### src/rtl/ofs_pkg.sv
`timescale 1ns/1ps
package ofs_pkg;
  typedef enum logic [1:0] {
    PH_IDLE = 2'd0,
    PH_PROG = 2'd1,
    PH_RUN  = 2'd2
  } ofs_phase_e;

  localparam int unsigned NUM_OFS = 4;
  localparam int unsigned SLOT_W  = $clog2(NUM_OFS);
endpackage

### src/rtl/ofs_phase.sv
`timescale 1ns/1ps
module ofs_phase
  import ofs_pkg::*;
#(
  parameter int unsigned AW = 8
) (
  input  logic          clk,
  input  logic          rst_n,
  input  logic [1:0]    sel,
  input  logic          last_wr,
  output ofs_phase_e    phase,
  output logic          preset_ld,
  output logic [AW-1:0] preset_val
);
  // preset load happens only on the single sampling cycle after release
  always_comb preset_ld = (phase == PH_IDLE) && (sel != 2'b00);

  always_comb begin
    unique case (sel)
      2'b11:   preset_val = AW'(64);
      2'b10:   preset_val = AW'(16);
      2'b01:   preset_val = AW'(8);
      default: preset_val = '0;
    endcase
  end

  always_ff @(posedge clk or negedge rst_n) begin
    if (!rst_n) begin
      phase <= PH_IDLE;
    end else begin
      unique case (phase)
        PH_IDLE: phase <= (sel != 2'b00) ? PH_RUN : PH_PROG;
        PH_PROG: if (last_wr) phase <= PH_RUN;
        default: phase <= PH_RUN;
      endcase
    end
  end

  AST_PRESET_DIRECT: assert property (@(posedge clk) disable iff (!rst_n)
    preset_ld |=> phase == PH_RUN);
  AST_SAMPLE_ONCE: assert property (@(posedge clk) disable iff (!rst_n)
    phase != PH_IDLE |=> phase != PH_IDLE);
  AST_RUN_STICKS: assert property (@(posedge clk) disable iff (!rst_n)
    phase == PH_RUN |=> phase == PH_RUN);
endmodule

### src/rtl/ofs_slot_ctr.sv
`timescale 1ns/1ps
module ofs_slot_ctr
  import ofs_pkg::*;
(
  input  logic              clk,
  input  logic              rst_n,
  input  logic              wr,
  output logic [SLOT_W-1:0] slot,
  output logic              last_wr
);
  localparam logic [SLOT_W-1:0] LAST_SLOT = SLOT_W'(NUM_OFS - 1);

  always_comb last_wr = wr && (slot == LAST_SLOT);

  always_ff @(posedge clk or negedge rst_n) begin
    if (!rst_n) slot <= '0;
    else if (wr) slot <= slot + 1'b1;
  end

  AST_SLOT_HOLD: assert property (@(posedge clk) disable iff (!rst_n)
    !wr |=> $stable(slot));
endmodule

### src/rtl/ofs_bank.sv
`timescale 1ns/1ps
module ofs_bank
  import ofs_pkg::*;
#(
  parameter int unsigned DEPTH = 256,
  parameter int unsigned AW    = $clog2(DEPTH)
) (
  input  logic                       clk,
  input  logic                       rst_n,
  input  logic                       wr,
  input  logic [SLOT_W-1:0]          slot,
  input  logic [AW-1:0]              wdata,
  input  logic                       preset_ld,
  input  logic [AW-1:0]              preset_val,
  output logic [NUM_OFS-1:0][AW-1:0] ofs_q
);
  localparam logic [AW-1:0] MAXV = AW'(DEPTH - 4);
  localparam logic [AW-1:0] MINV = AW'(1);

  function automatic logic [AW-1:0] clamp(input logic [AW-1:0] v);
    if (v < MINV)      return MINV;
    else if (v > MAXV) return MAXV;
    else               return v;
  endfunction

  for (genvar g = 0; g < NUM_OFS; g++) begin : g_ofs
    always_ff @(posedge clk or negedge rst_n) begin
      if (!rst_n)                               ofs_q[g] <= MINV;
      else if (preset_ld)                       ofs_q[g] <= clamp(preset_val);
      else if (wr && (slot == SLOT_W'(g)))      ofs_q[g] <= clamp(wdata);
    end

    AST_OFS_LEGAL: assert property (@(posedge clk) disable iff (!rst_n)
      (ofs_q[g] >= MINV) && (ofs_q[g] <= MAXV));
    AST_OFS_FROZEN: assert property (@(posedge clk) disable iff (!rst_n)
      (!wr && !preset_ld) |=> $stable(ofs_q[g]));
  end
endmodule

### src/rtl/ofs_prog_ctrl.sv
`timescale 1ns/1ps
module ofs_prog_ctrl
  import ofs_pkg::*;
#(
  parameter int unsigned DEPTH = 256,
  parameter int unsigned DW    = 36,
  localparam int unsigned AW   = $clog2(DEPTH)
) (
  input  logic          clk,
  input  logic          rst_n,
  input  logic [1:0]    flag_sel,
  input  logic          a_valid,
  output logic          a_ready,
  input  logic [DW-1:0] a_data,
  output logic          mem_valid,
  input  logic          mem_ready,
  output logic [DW-1:0] mem_data,
  input  logic          b_space,
  output logic          b_in_ready,
  output logic          prog_done,
  output logic [AW-1:0] afull_a_ofs,
  output logic [AW-1:0] aempty_b_ofs,
  output logic [AW-1:0] afull_b_ofs,
  output logic [AW-1:0] aempty_a_ofs
);
  ofs_phase_e                phase;
  logic                      preset_ld;
  logic [AW-1:0]             preset_val;
  logic                      wr;
  logic                      last_wr;
  logic [SLOT_W-1:0]         slot;
  logic [NUM_OFS-1:0][AW-1:0] ofs_q;

  always_comb begin
    prog_done  = (phase == PH_RUN);
    wr         = a_valid && (phase == PH_PROG);
    unique case (phase)
      PH_PROG: a_ready = 1'b1;
      PH_RUN:  a_ready = mem_ready;
      default: a_ready = 1'b0;
    endcase
    mem_valid  = a_valid && prog_done;
    mem_data   = a_data;
    b_in_ready = b_space && prog_done;
  end

  ofs_phase #(.AW(AW)) u_phase (
    .clk        (clk),
    .rst_n      (rst_n),
    .sel        (flag_sel),
    .last_wr    (last_wr),
    .phase      (phase),
    .preset_ld  (preset_ld),
    .preset_val (preset_val)
  );

  ofs_slot_ctr u_slot (
    .clk     (clk),
    .rst_n   (rst_n),
    .wr      (wr),
    .slot    (slot),
    .last_wr (last_wr)
  );

  ofs_bank #(.DEPTH(DEPTH), .AW(AW)) u_bank (
    .clk        (clk),
    .rst_n      (rst_n),
    .wr         (wr),
    .slot       (slot),
    .wdata      (a_data[AW-1:0]),
    .preset_ld  (preset_ld),
    .preset_val (preset_val),
    .ofs_q      (ofs_q)
  );

  // write order: slot 0..3
  assign afull_a_ofs  = ofs_q[0];
  assign aempty_b_ofs = ofs_q[1];
  assign afull_b_ofs  = ofs_q[2];
  assign aempty_a_ofs = ofs_q[3];

  AST_NO_EARLY_MEM: assert property (@(posedge clk) disable iff (!rst_n)
    mem_valid |-> prog_done);
  AST_B_GATED: assert property (@(posedge clk) disable iff (!rst_n)
    b_in_ready |-> prog_done);
  AST_DONE_STICKS: assert property (@(posedge clk) disable iff (!rst_n)
    prog_done |=> prog_done);
endmodule

### config.mk
export PLATFORM = sky130hd
export DESIGN_NAME = ofs_prog_ctrl
export DESIGN_NICKNAME = d
export VERILOG_FILES = /design/src/rtl/ofs_pkg.sv /design/src/rtl/ofs_phase.sv /design/src/rtl/ofs_slot_ctr.sv /design/src/rtl/ofs_bank.sv /design/src/rtl/ofs_prog_ctrl.sv
export SDC_FILE = /design/constraint.sdc
export NUM_CORES = 1
export LEC_CHECK = 0
export ABC_AREA = 1
export BUFFER_PORTS_ARGS = -buffer_cell sky130_fd_sc_hd__buf_2
export CAP_MARGIN = 10
export CORE_ASPECT_RATIO = 1.2
export CORE_MARGIN = 3
export CORE_UTILIZATION = 45
export CTS_CLUSTER_SIZE = 10
export DETAILED_ROUTE_END_ITERATION = 16
export PLACE_DENSITY = 0.8
export SLEW_MARGIN = 25
export SYNTH_ARGS = -nofsm -noshare
export SYNTH_HDL_FRONTEND = slang
export SYNTH_HIERARCHICAL = 1
export SYNTH_SLANG_ARGS = --single-unit
### constraint.sdc
create_clock -name clk -period 1.8 [get_ports clk]
set_input_delay 0 -clock clk [delete_from_list [all_inputs] [get_ports clk]]
set_output_delay 0 -clock clk [all_outputs]
set_load 0.005 [all_outputs]
**Word level (Yosys, flattened, before mapping)**

Index checks and enable logic that the tools add are counted.

- Multipliers: 0
- Reductions and logical operators: 15
- Shifts and indexed selects: 0
- Multiplexer cells: 17
- Add/subtract/negate cells: 1
- Magnitude comparators: 4
- Bitwise gates (word level): 0
- Divide/modulo/power cells: 0
- Eq/ne operators: 9

Operators with widths:

| operator | count |
|---|---|
| 2-to-1 mux 8 bit | 12 |
| case mux 7 bit (3 select lines) | 1 |
| == test 2 bit, second input constant | 5 |
| nonzero test 2 bit | 5 |
| greater-than comparator 7 x 8 -> 1 bit, second input constant | 1 |
| greater-than comparator 8 bit, second input constant | 1 |
| logical AND 1 bit | 8 |
| less-than comparator 8 x 1 -> 1 bit, second input constant | 1 |
| less-than comparator 7 x 1 -> 1 bit, second input constant | 1 |
| == test 2 x 1 -> 1 bit, second input constant | 3 |
| zero test 2 bit | 2 |
| 2-to-1 mux 2 bit | 2 |
| case mux 2 bit (2 select lines) | 1 |
| adder 2 x 1 -> 2 bit, second input constant | 1 |
| != test 2 bit, second input constant | 1 |
| case mux 1 bit (2 select lines) | 1 |

- Output and inout bits: 72
- Memories: 0
- Word-level logic and storage cells: 52
- Latch bits: 0
- Bits of input ports: 43
- Bits in read-only memories: 0
- Memory bits (writable): 0
- Register bits after elaboration: 36

**Longest topological paths before layout**

Gate-level depths: netlist (run 1).

- Depth in word-level cells: 6
- Gate-level depth with buffers: 11
- Mapped depth without buffers: 11

**Hierarchy**

The synthesis (run 1) kept the hierarchy.

Modules (own cells, without submodules):

| module | area each (sq um) | seq. area each (sq um) | times used | cells an instance |
|---|---|---|---|---|
| ofs_bank | 1471.4 | 805.8 | 1 | 160 |
| ofs_prog_ctrl | 341.6 | 0.0 | 1 | 49 |
| ofs_phase | 170.2 | 50.0 | 1 | 26 |
| ofs_slot_ctr | 100.1 | 50.0 | 1 | 13 |

**Worst setup path after synthesis (run 1)**

Ideal clock, no wire load.

- Path type: reg2reg
- Start: reg u_phase.phase[1]
- End: reg u_bank/ofs_q[21] (netlist bit)
- Cell stages (with the launch flop): 10
- Arrival time: 1341 ps
- Setup slack: 377 ps
- Required time: 1718 ps
- Buffers on the path: 1
- Clock period less this slack: 1423 ps
- Library setup time: 82 ps
- Path through: dfrtp_1 -> inv_1 -> ha_1 -> nand2_1 -> inv_1 -> nand3_1 -> nand2_4 -> buf_6 -> nor2_1 -> a31oi_1

- Cells in the longest elaborated chain, start to end: 4
- Elaborated cells between the ends (all ways): 7
- Classes of those cells: 1 x eq/ne; 1 x mux; 5 x reduce/logical

Ends and longest elaborated chain:

| what | line | text |
|---|---|---|
| start, declared | ofs_phase.sv:11 | `output ofs_phase_e phase,` |
| start signal, assigned | ofs_phase.sv:32 | `PH_IDLE: phase <= (sel != 2'b00) ? PH_RUN : PH_PROG;` |
| == test 2 x 1 -> 1 bit | ofs_prog_ctrl.sv:36 | `wr = a_valid && (phase == PH_PROG);` |
| logical AND 1 bit | ofs_prog_ctrl.sv:36 |  |
| via wr | ofs_prog_ctrl.sv:29 | `logic wr;` |
| logical AND 1 bit | ofs_bank.sv:30 | `else if (wr && (slot == SLOT_W'(g))) ofs_q[g] <= clamp(wdata);` |
| nonzero test 2 bit (no line) | - |  |
| end signal, assigned by index | ofs_bank.sv:29 | `else if (preset_ld) ofs_q[g] <= clamp(preset_val);` |
| end signal, assigned by index | ofs_bank.sv:30 |  |
| end, declared | ofs_bank.sv:15 | `output logic [NUM_OFS-1:0][AW-1:0] ofs_q` |

The timed path passes the listed nets, and every way through them passes these cells.
A chain may end at the register's enable or synchronous reset.

**Worst setup path in the final report (run 1)**

- Start: reg u_phase.phase[1]
- End: reg u_bank/ofs_q[29] (netlist bit)

Same word-level chain as after synthesis.

==> run metrics, run 1 <==
Reg-to-Reg Start u_phase/phase[1]$_DFFE_PN0P_; final non-filler cell total 329; CP startpoint u_phase/phase[1]$_DFFE_PN0P_; Synth top area share 38.4%; Synth area leader dfrtp_1; GP Congestion 0.806; Reg clk slew, reported paths 0.07 ns; initial antenna violation count 0; Fill cells 410; area of the core 4360 µm²; htree depth 2; Mapped Area 2080 µm²; Yosys cell types 21; Setup Buffers After CTS 0; CP peak stage delay 0.43 ns; layout cells sized above 1 31.5%; kind of critical path reg2reg; drt first pass iters 4; Hold Path Origin a_data[26]; CTS tree done; buffers added on ports 58; final hold violation count 0; Die Span Y 80.5 µm; later-pin clock latency in the skew report 0.29 ns; outcome finished clean; Hold Path Class in2out; max-slew violations 0; total CTS buffers 5; Inst Count DP 320; setup violators final 0; post-route worst setup slack 0.246 ns; first-pass GRT wire length 6920 µm; Critical Path End Type flip-flop; Layout Nets 318; Warnings, synthesis 6; crit path max-delay cell type dfrtp_1; CP Data Required Time 2.00 ns; WL final 4360 µm; Clock Skew 0.00319 ns; Worst EP arrival 1.76 ns; Boundary Pins 115; 1st-iter DRT viols 146; pwr dens 925 nW/µm²; CP max FO 15; RSZ-0062 raised after global routing no; #FFs+latches synth 36; post-route clock period utilization 86.4%; Initial Util 47.8%; worst vdd ir 306 µV; pin count of the biggest net entering global routing 37; row count 26; Rel. slew slack 45.8%; CTS sink count 36; Die W 68.1 µm; wire per inst 13.3 µm; gr usage total 16.9%; setup_tns 0 ns; Cell Chain, Critical Path inv_1, ha_1, nand2_1, inv_1, nand3_1, nand2_4, nor2_1, a31oi_1; main area contributors after synthesis dfrtp_1 38%, buf_4 15%, a31oi_1 8.4%, nand2_1 7.9%, nor2_1 7.7%; Max Clock Freq 643 MHz; DRC Markers 0; HPWL after DPL 3250 µm; number of global-route vias before repair 1461; most frequent cells in the layout 58 x buf_2, 44 x nand2_1, 43 x nor2_1; Final min period 1.55 ns; Worst setup SP type flip-flop; Post-DRT Antenna Nets 0; max cap viols 0; worst-margin pin slew 0.813 ns; post_cts resized 0; Via Count 1649; Leakage 1.12 nW; antenna cells 0; Cells after Synth 248; die area 5490 µm²; most used cell, CP inv_1; CTS Buffer Depth 2; Post-Syn Area per Cell 8.40 µm²; vias per cell 5.01; commonest non-fill, non-tap cell in the layout buf_2; pre-CTS setup slack 0.245 ns; Area Overhead vs Synth 6.19%; register area share after synthesis 43.5%; Hold WS 0.00000225 ns; gr ovfl total 0; CTS root buf clkbuf_8
==> state kept, by name, summed over array words and instances (netlist names) <==
| name | count |
|---|---|
| u_bank/ofs_q | 32 |
| u_phase/phase | 2 |
| u_slot/slot | 2 |
==> area by class of cell <==
| class | count | area [µm²] | share of cell area, % |
|---|---|---|---|
| tap | 56 | 70.1 | 3.17 |
| clock buffer | 5 | 68.8 | 3.11 |
| clock inverter | 3 | 42.5 | 1.92 |
| inverter | 18 | 75.1 | 3.39 |
| multi-input combinational | 151 | 742 | 33.5 |
| sequential | 36 | 906 | 41.0 |
| timing repair buffer | 60 | 308 | 13.9 |
==> cell usage after synthesis <==
| master | number |
|---|---|
| nand3_1 | 10 |
| nand4_1 | 2 |
| dfstp_2 | 4 |
| buf_4 | 41 |
| conb_1 | 1 |
| nand2_4 | 4 |
| nor2_1 | 43 |
| dfrtp_1 | 32 |
| ha_1 | 3 |
| buf_6 | 6 |
| inv_2 | 1 |
| a21oi_1 | 1 |
| o21ai_0 | 1 |
| a21oi_2 | 1 |
| inv_8 | 1 |
| nand2_1 | 44 |
| inv_1 | 16 |
| nand3b_1 | 1 |
| a31oi_1 | 28 |
| nand2_2 | 6 |
| nor2_2 | 2 |
==> routing by layer <==
metal	wire, µm	GRT usage (%)	part of all wire, %
met5	0	0	0
met4	66	7.16	1.5
met3	379	3.50	8.7
met2	2150	28.0	49
met1	1760	20.9	40
==> power breakdown <==
group	internal [mW]	switching [mW]	leakage (nW)
Sequential	0.933	0.0640	0.416
Clock	0.410	0.291	0.0541
Combinational	0.172	0.176	0.649
==> worst max-delay path, delay by kind of cell (launching register included) <==
kind                     cells  cell delay, ns
AO/OA/AOI/OAI                1            0.15
adder cells (fa/ha/maj)      1            0.15
buffers and inverters        2            0.26
flip-flops                   1            0.43
AND/OR/NAND/NOR              4            0.48
==> final timing paths <==
check | endpoint | slack, ns | cells after the start
setup / recovery | u_bank/ofs_q[29]$_DFFE_PN0P_ | 0.25 | 8
hold / removal | mem_data[26] | 0.000002 | 0
setup reg to reg | u_bank/ofs_q[29]$_DFFE_PN0P_ | 0.25 | 8
hold reg to reg | u_bank/ofs_q[16]$_DFFE_PN1P_ | 0.49 | 2
max in group asynchronous | u_bank/ofs_q[9]$_DFFE_PN0P_ | 0.94 | 2
min in group asynchronous | u_slot/slot[1]$_DFFE_PN0P_ | 0.34 | 2
==> cell families (layout without fill, tap and decap cells) <==
| logic type | count (synthesis) | count (layout) | share of synthesized area [%] |
|---|---|---|---|
| AND/OR/NAND/NOR | 112 | 112 | 23.6 |
| buffers and inverters | 65 | 86 | 21.6 |
| flip-flops | 36 | 36 | 43.5 |
| AO/OA/AOI/OAI | 31 | 31 | 9.31 |
| adder cells (fa/ha/maj) | 3 | 3 | 1.80 |
| other | 1 | 5 | 0.180 |
==> metrics by stage <==
step                      util (%)  total power, mW  area, µm²
after floorplan                  -             1.23       2100
after global placement        48.0             1.35       2090
after detailed placement      48.0             1.36       2090
after CTS                     50.7             2.07       2210
after global routing          50.7             2.16       2210
final                         50.7             2.05       2210
==> repair_timing <==
item / 4_1_cts / 5_1_grt
endpoints found under the setup margin: 0 / 0
endpoints found under the hold margin: 32 / 0
hold buffers: 1 / 0
No activity file was read; power rests on OpenSTA's default activity.
==> run 2: changes to the inputs <==
RECOVER_POWER = 100   (was not set)
SETUP_SLACK_MARGIN = 0.15   (was not set)
==> run 2 against run 1 <==
- die area stayed put
- clock power hardly changed
- global-route usage stayed put
- wire length is 1.3% higher
- fmax is 0.49% lower
- critical path depth is 1 higher
- final cell count is 0.30% higher
==> run metrics, run 2 (same netlist as run 1, synthesis figures left out) <==
total CTS buffers 5 (unchanged); worst-margin pin slew 0.910 ns (+0.0964 ns); CP peak stage delay 0.43 ns (about the same); vias per cell 5.02 (+0.12%); Leakage 1.06 nW (-5.7%); Initial Util 47.8% (unchanged); Final min period 1.56 ns (+0.00761 ns); DRC Markers 0 (unchanged); CP max FO 15 (unchanged); htree depth 2 (unchanged); HPWL after DPL 3250 µm (unchanged); post-route clock period utilization 86.8% (+0.42 points); area of the core 4360 µm² (unchanged); drt first pass iters 4 (unchanged); initial antenna violation count 0 (unchanged); final non-filler cell total 330 (+0.30%); gr usage total 16.9% (unchanged); largest registers u_bank/ofs_q: 32 flops, u_phase/phase: 2 flops, u_slot/slot: 2 flops; Via Count 1656 (+0.42%); RSZ-0062 raised after global routing no; Post-DRT Antenna Nets 0 (unchanged); most frequent cells in the layout 44 x nand2_1, 43 x nor2_1, 34 x buf_2; number of global-route vias before repair 1461 (unchanged); setup violators final 0 (unchanged); layout cells sized above 1 21.5% (-10 points); reg2reg end u_bank/ofs_q[8]$_DFFE_PN1P_; most used cell, CP nand2_1; combinational power share 16.4% (-0.6 points); Area Overhead vs Synth 4.50%; die area 5490 µm² (unchanged); worst vdd ir 299 µV (-2.2%); Die W 68.1 µm (unchanged); Hold Path Class in2out; Die Span Y 80.5 µm (unchanged); row count 26 (unchanged); hold endpoint mem_data[26]; Rel. slew slack 39.3% (-6.4 points); Clock power frac 34.6% (+0.4 points); setup_tns 0 ns (unchanged); later-pin clock latency in the skew report 0.29 ns (about the same); Max Clock Freq 640 MHz (-0.49%); flop-to-flop setup slack 0.24 ns (about the same); Biggest register u_bank/ofs_q; total chip power 2.03 mW (-0.79%); CTS root buf clkbuf_8; Critical Path End Type flip-flop; P_int 1.49 mW (-1.4%); kind of critical path reg2reg; Placed Area 2090 µm² (unchanged); Layout Nets 319 (+0.31%); Clock Skew 0.00343 ns (+0.000240 ns); buffers added on ports 58 (unchanged); Hold WS 0.00000225 ns (unchanged); Final Util 49.9% (-0.80 points); Sw Share 26.4% (+0.43 points); 1st-iter DRT viols 127 (-13%); post-route worst setup slack 0.238 ns (-0.00761 ns); wire per inst 13.4 µm (+1.0%); max-slew violations 0 (unchanged); CP Buf/Inv Count 3 (+1); Reg-to-Reg Start u_phase/phase[1]$_DFFE_PN0P_; gr ovfl total 0 (unchanged); final hold violation count 0 (unchanged); max cap viols 0 (unchanged); Boundary Pins 115 (unchanged); GP Congestion 0.806 (unchanged); Hold Path Origin a_data[26]; WHS Path Cells 0 (unchanged); crit-path leading delay family simple AND/OR/NAND/NOR gates; first-pass GRT wire length 6920 µm (unchanged); CP Data Required Time 2.03 ns (+0.03 ns); crit path max-delay cell type dfrtp_1; pwr dens 932 nW/µm² (+0.81%); reg2reg path depth 9 (+1); max reg flops 32 (unchanged); Cell Chain, Critical Path inv_1, ha_1, nand2_1, inv_2, nand3_1, nand2_2, clkbuf_4, nand2_1, nand2_1; commonest non-fill, non-tap cell in the layout nand2_1; Reg clk slew, reported paths 0.07 ns (about the same); outcome finished clean; Flop pwr share 49.0% (+0.3 points); CTS sink count 36 (unchanged); CTS tree done; cell area after layout 2180 µm² (-1.6%); antenna cells 0 (unchanged); pre-CTS setup slack 0.245 ns (unchanged); P_sw 0.535 mW (+0.85%); Worst setup SP type flip-flop; Inst Count DP 320 (unchanged); pin count of the biggest net entering global routing 37 (unchanged); WL final 4420 µm (+1.3%); CTS Buffer Depth 2 (unchanged); Worst EP arrival 1.79 ns (+0.03 ns)
run 2: worst max path at each step:
stage,from,endpoint,slack [ns],cells past startpoint
after detailed placement,u_phase/phase[1]$_DFFE_PN0P_,u_bank/ofs_q[23]$_DFFE_PN0P_,0.24,8
after global routing,u_phase/phase[1]$_DFFE_PN0P_,u_bank/ofs_q[8]$_DFFE_PN1P_,0.08,9
after floorplan,u_phase/phase[1]$_DFFE_PN0P_,u_bank/ofs_q[21]$_DFFE_PN0P_,0.38,9
after global placement,u_phase/phase[1]$_DFFE_PN0P_,u_bank/ofs_q[21]$_DFFE_PN0P_,0.31,8
after CTS,u_phase/phase[1]$_DFFE_PN0P_,u_bank/ofs_q[29]$_DFFE_PN0P_,0.22,8
final,u_phase/phase[1]$_DFFE_PN0P_,u_bank/ofs_q[8]$_DFFE_PN1P_,0.24,9
run 2: power by group through the flow:
stage	Sequential (mW)	Combinational [mW]	Clock, mW
finish	0.995	0.332	0.703
global placement	1.01	0.339	0
detailed placement	1.01	0.351	0
CTS	0.999	0.352	0.717
global route	1.01	0.380	0.748
floorplan	1.02	0.214	0
run 2: final cells by class:
class,count,area (µm²)
fill,424,2180
sequential,36,906
multi-input combinational,151,728
timing repair buffer,61,287
inverter,18,75.1
tap,56,70.1
clock buffer,5,68.8
clock inverter,3,42.5
run 2: worst reg2reg max path: stages, from the launching register on:
cell      delay (ns)
dfrtp_1         0.43
inv_1           0.08
ha_1            0.15
nand2_1         0.06
inv_2           0.11
nand3_1         0.13
nand2_2         0.25
clkbuf_4        0.20
nand2_1         0.04
nand2_1         0.05
run 2: timing repair:
item,4_1_cts,5_1_grt
hold endpoints to repair,32,0
hold buffers,1,0
endpoints found under the setup margin,0,28
resized for setup,0,1
buffers inserted,0,1
run 2: layer usage:
layer  part of all wire (%)  global-route usage, %  wire length, µm  up-vias
li1                       -                      -                -      805
met1                     42                   20.9             1840      784
met3                    7.5                   3.50              331       10
met4                    1.6                   7.16               71        0
met5                      0                      0                0        -
met2                     49                   28.0             2170       57
==> run 3: changes to the inputs <==
ABC_AREA = not set   (was 1)
CORE_ASPECT_RATIO = 1.5   (was 1.2)
CORE_UTILIZATION = 44   (was 45)
PLACE_DENSITY = 0.84   (was 0.8)
==> run 3 against run 2 <==
- sequential cell count unchanged
- via count fell by 20%
- wire length fell by 1.5%
- total power fell by 9.0%
- final cell count is 23% lower
- register-to-register slack worse by 0.13 ns
- global-route usage is 0.35 points higher
- worst setup slack lost 0.13 ns
- critical path depth down 5
- largest cell class unchanged
- largest power group unchanged
==> run metrics, run 3 <==
outcome finished clean; wire per inst 17.1 µm (+28%); gr ovfl total 0 (unchanged); Reg-to-Reg Start u_phase/phase[1]$_DFFE_PN0P_; 1st-iter DRT viols 10 (-92%); Clock Skew 0.00871 ns (+0.00527 ns); gr usage total 17.3% (+0.35 points); Mapped Area 2040 µm² (-2.3%); CTS Buffer Depth 2 (unchanged); area of the multi-input gates 845 µm² (+16%); vias per cell 5.20 (+3.6%); Worst setup SP type flip-flop; Hold Path Origin a_data[10]; antenna cells 0 (unchanged); htree depth 2 (unchanged); most common cell in the synthesized netlist buf_4; Initial Util 46.8% (-1.0 points); worst vdd ir 583 µV (+95%); largest registers u_bank/ofs_q: 32 flops, u_phase/phase: 2 flops, u_slot/slot: 2 flops; later-pin clock latency in the skew report 0.29 ns (about the same); Rel. slew slack 40.7% (+1.3 points); Yosys cell types 31 (+48%); area of the core 4350 µm² (-0.11%); Post-DRT Antenna Nets 0 (unchanged); cell area after layout 2350 µm² (+7.9%); Die W 61.5 µm (-9.7%); most frequent cells in the layout 31 x dfrtp_1, 30 x clkbuf_1, 29 x buf_2; total chip power 1.85 mW (-9.0%); CP Data Required Time 1.97 ns (-0.06 ns); buffers added on ports 58 (unchanged); Fill cells 387 (-8.7%); #FFs+latches synth 36 (unchanged); final non-filler cell total 254 (-23%); Worst EP arrival 1.86 ns (+0.07 ns); die area 5500 µm² (+0.18%); number of global-route vias before repair 1344 (-8.0%); kind of critical path reg2reg; Final Util 54.0% (+4.0 points); Inst Count DP 236 (-26%); Placed Area 2130 µm² (+2.0%); post-route worst setup slack 0.107 ns (-0.131 ns); fraction of registers with async set/reset 100% (unchanged); CTS sink count 36 (unchanged); Post-Syn Area per Cell 12.3 µm² (+47%); max reg flops 32 (unchanged); Cells after Synth 165 (-33%); Biggest register u_bank/ofs_q; pin count of the biggest net entering global routing 37 (unchanged); Warnings, synthesis 6 (unchanged); worst-margin pin slew 0.890 ns (-0.0195 ns); DRC Markers 0 (unchanged); Boundary Pins 115 (unchanged); HPWL after DPL 3100 µm (-4.7%); commonest non-fill, non-tap cell in the layout dfrtp_1; Synth top area share 39.3% (+0.90 points); CP startpoint u_phase/phase[1]$_DFFE_PN0P_; commonest cells in the netlist 41 x buf_4, 37 x mux2_2, 32 x dfrtp_1; pre-CTS setup slack 0.00724 ns (-0.238 ns); Leakage 1.11 nW (+4.9%); Hold WS 0.00000197 ns (-0.000000283 ns); Hold Path Class in2out; register area share after synthesis 44.5% (+1.0 points); Layout Nets 253 (-21%); max-slew violations 0 (unchanged); post-route clock period utilization 94.0% (+7.3 points); GP Congestion 0.835 (+3.6%); CTS root buf clkbuf_8; first-pass GRT wire length 6760 µm (-2.4%); CP max FO 12 (-3); Die Span Y 89.3 µm (+11%); Area Overhead vs Synth 15.4%; Critical Path End Type flip-flop; max cap viols 0 (unchanged); RSZ-0062 raised after global routing yes; final hold violation count 0 (unchanged); Synth area leader dfrtp_1; main area contributors after synthesis dfrtp_1 39%, mux2_2 20%, buf_4 15%, dfstp_2 5.2%, a31oi_4 4.2%; Final min period 1.69 ns (+0.131 ns); total CTS buffers 5 (unchanged); Post-synth EDFFs 0 (unchanged); setup_tns 0 ns (unchanged); WL final 4350 µm (-1.5%); pwr dens 786 nW/µm² (-16%); drt first pass iters 4 (unchanged); setup violators final 0 (unchanged); CTS tree done; row count 29 (+12%); Post-synth top flop dfrtp_1; layout cells sized above 1 47.1% (+26 points); Max Clock Freq 591 MHz (-7.7%); Reg clk slew, reported paths 0.07 ns (about the same); Seq. cell area 907 µm² (+0.14%); initial antenna violation count 0 (unchanged); Via Count 1321 (-20%)
-- run 3: final cells by class --
type	count	share of cell area, %
clock buffers	8	3.83
inverters	4	0.639
multi-input cells	86	35.9
flip-flops and latches	36	38.6
well taps	46	2.45
repair buffers	74	18.5
-- run 3: cells by family (layout without fill, tap and decap cells) --
| kind of cell | Yosys count | count (layout) | synth area share (%) |
|---|---|---|---|
| adders and majority gates | 3 | 3 | 1.84 |
| buffers and inverters | 47 | 86 | 17.0 |
| xor gates and xnor gates | 1 | 1 | 0.430 |
| other | 1 | 5 | 0.184 |
| DFF | 36 | 36 | 44.5 |
| AOI/OAI and AO/OA | 10 | 10 | 6.02 |
| muxes | 39 | 39 | 21.9 |
| and+or+nand+nor | 28 | 28 | 8.11 |
-- run 3: worst paths after layout --
kind,endpoint,slack (ns),cells after the start
worst max register to register,u_bank/ofs_q[13]$_DFFE_PN0P_,0.11,4
min in group asynchronous,u_bank/ofs_q[9]$_DFFE_PN0P_,0.37,2
worst min-delay path,mem_data[10],0.000002,0
worst min register to register,u_bank/ofs_q[13]$_DFFE_PN0P_,0.50,1
worst max-delay path,u_bank/ofs_q[13]$_DFFE_PN0P_,0.11,4
max in group asynchronous,u_phase/phase[0]$_DFFE_PN0P_,0.82,2
-- run 3: what timing repair did --
action	CTS	global route
gates resized for setup	17	3
buffers inserted	8	1
hold buffers	1	0
setup endpoints to repair	32	33
hold endpoints to repair	32	0
pin swaps	4	4
-- run 3: layer usage --
layer	vias to the layer above	share of wire, %	GRT usage [%]
li1	611	-	-
met1	645	38	19.6
met2	45	53	29.5
met3	20	5.5	1.88
met4	0	3.7	11.4
met5	-	0	0
-- run 3: power by group --
part | switching [mW] | leakage [nW] | internal (mW) | total [mW]
Sequential | 0.0527 | 0.437 | 0.913 | 0.966
Clock | 0.272 | 0.0455 | 0.312 | 0.584
Combinational | 0.135 | 0.624 | 0.163 | 0.297
Total | 0.459 | 1.11 | 1.39 | 1.85
-- run 3: worst max-delay path: stages, from the launching register on --
cell and delay (ns):
dfrtp_1 0.42, nor3_2 0.30, buf_12 0.18, mux2_1 0.38
mux2_1 0.29
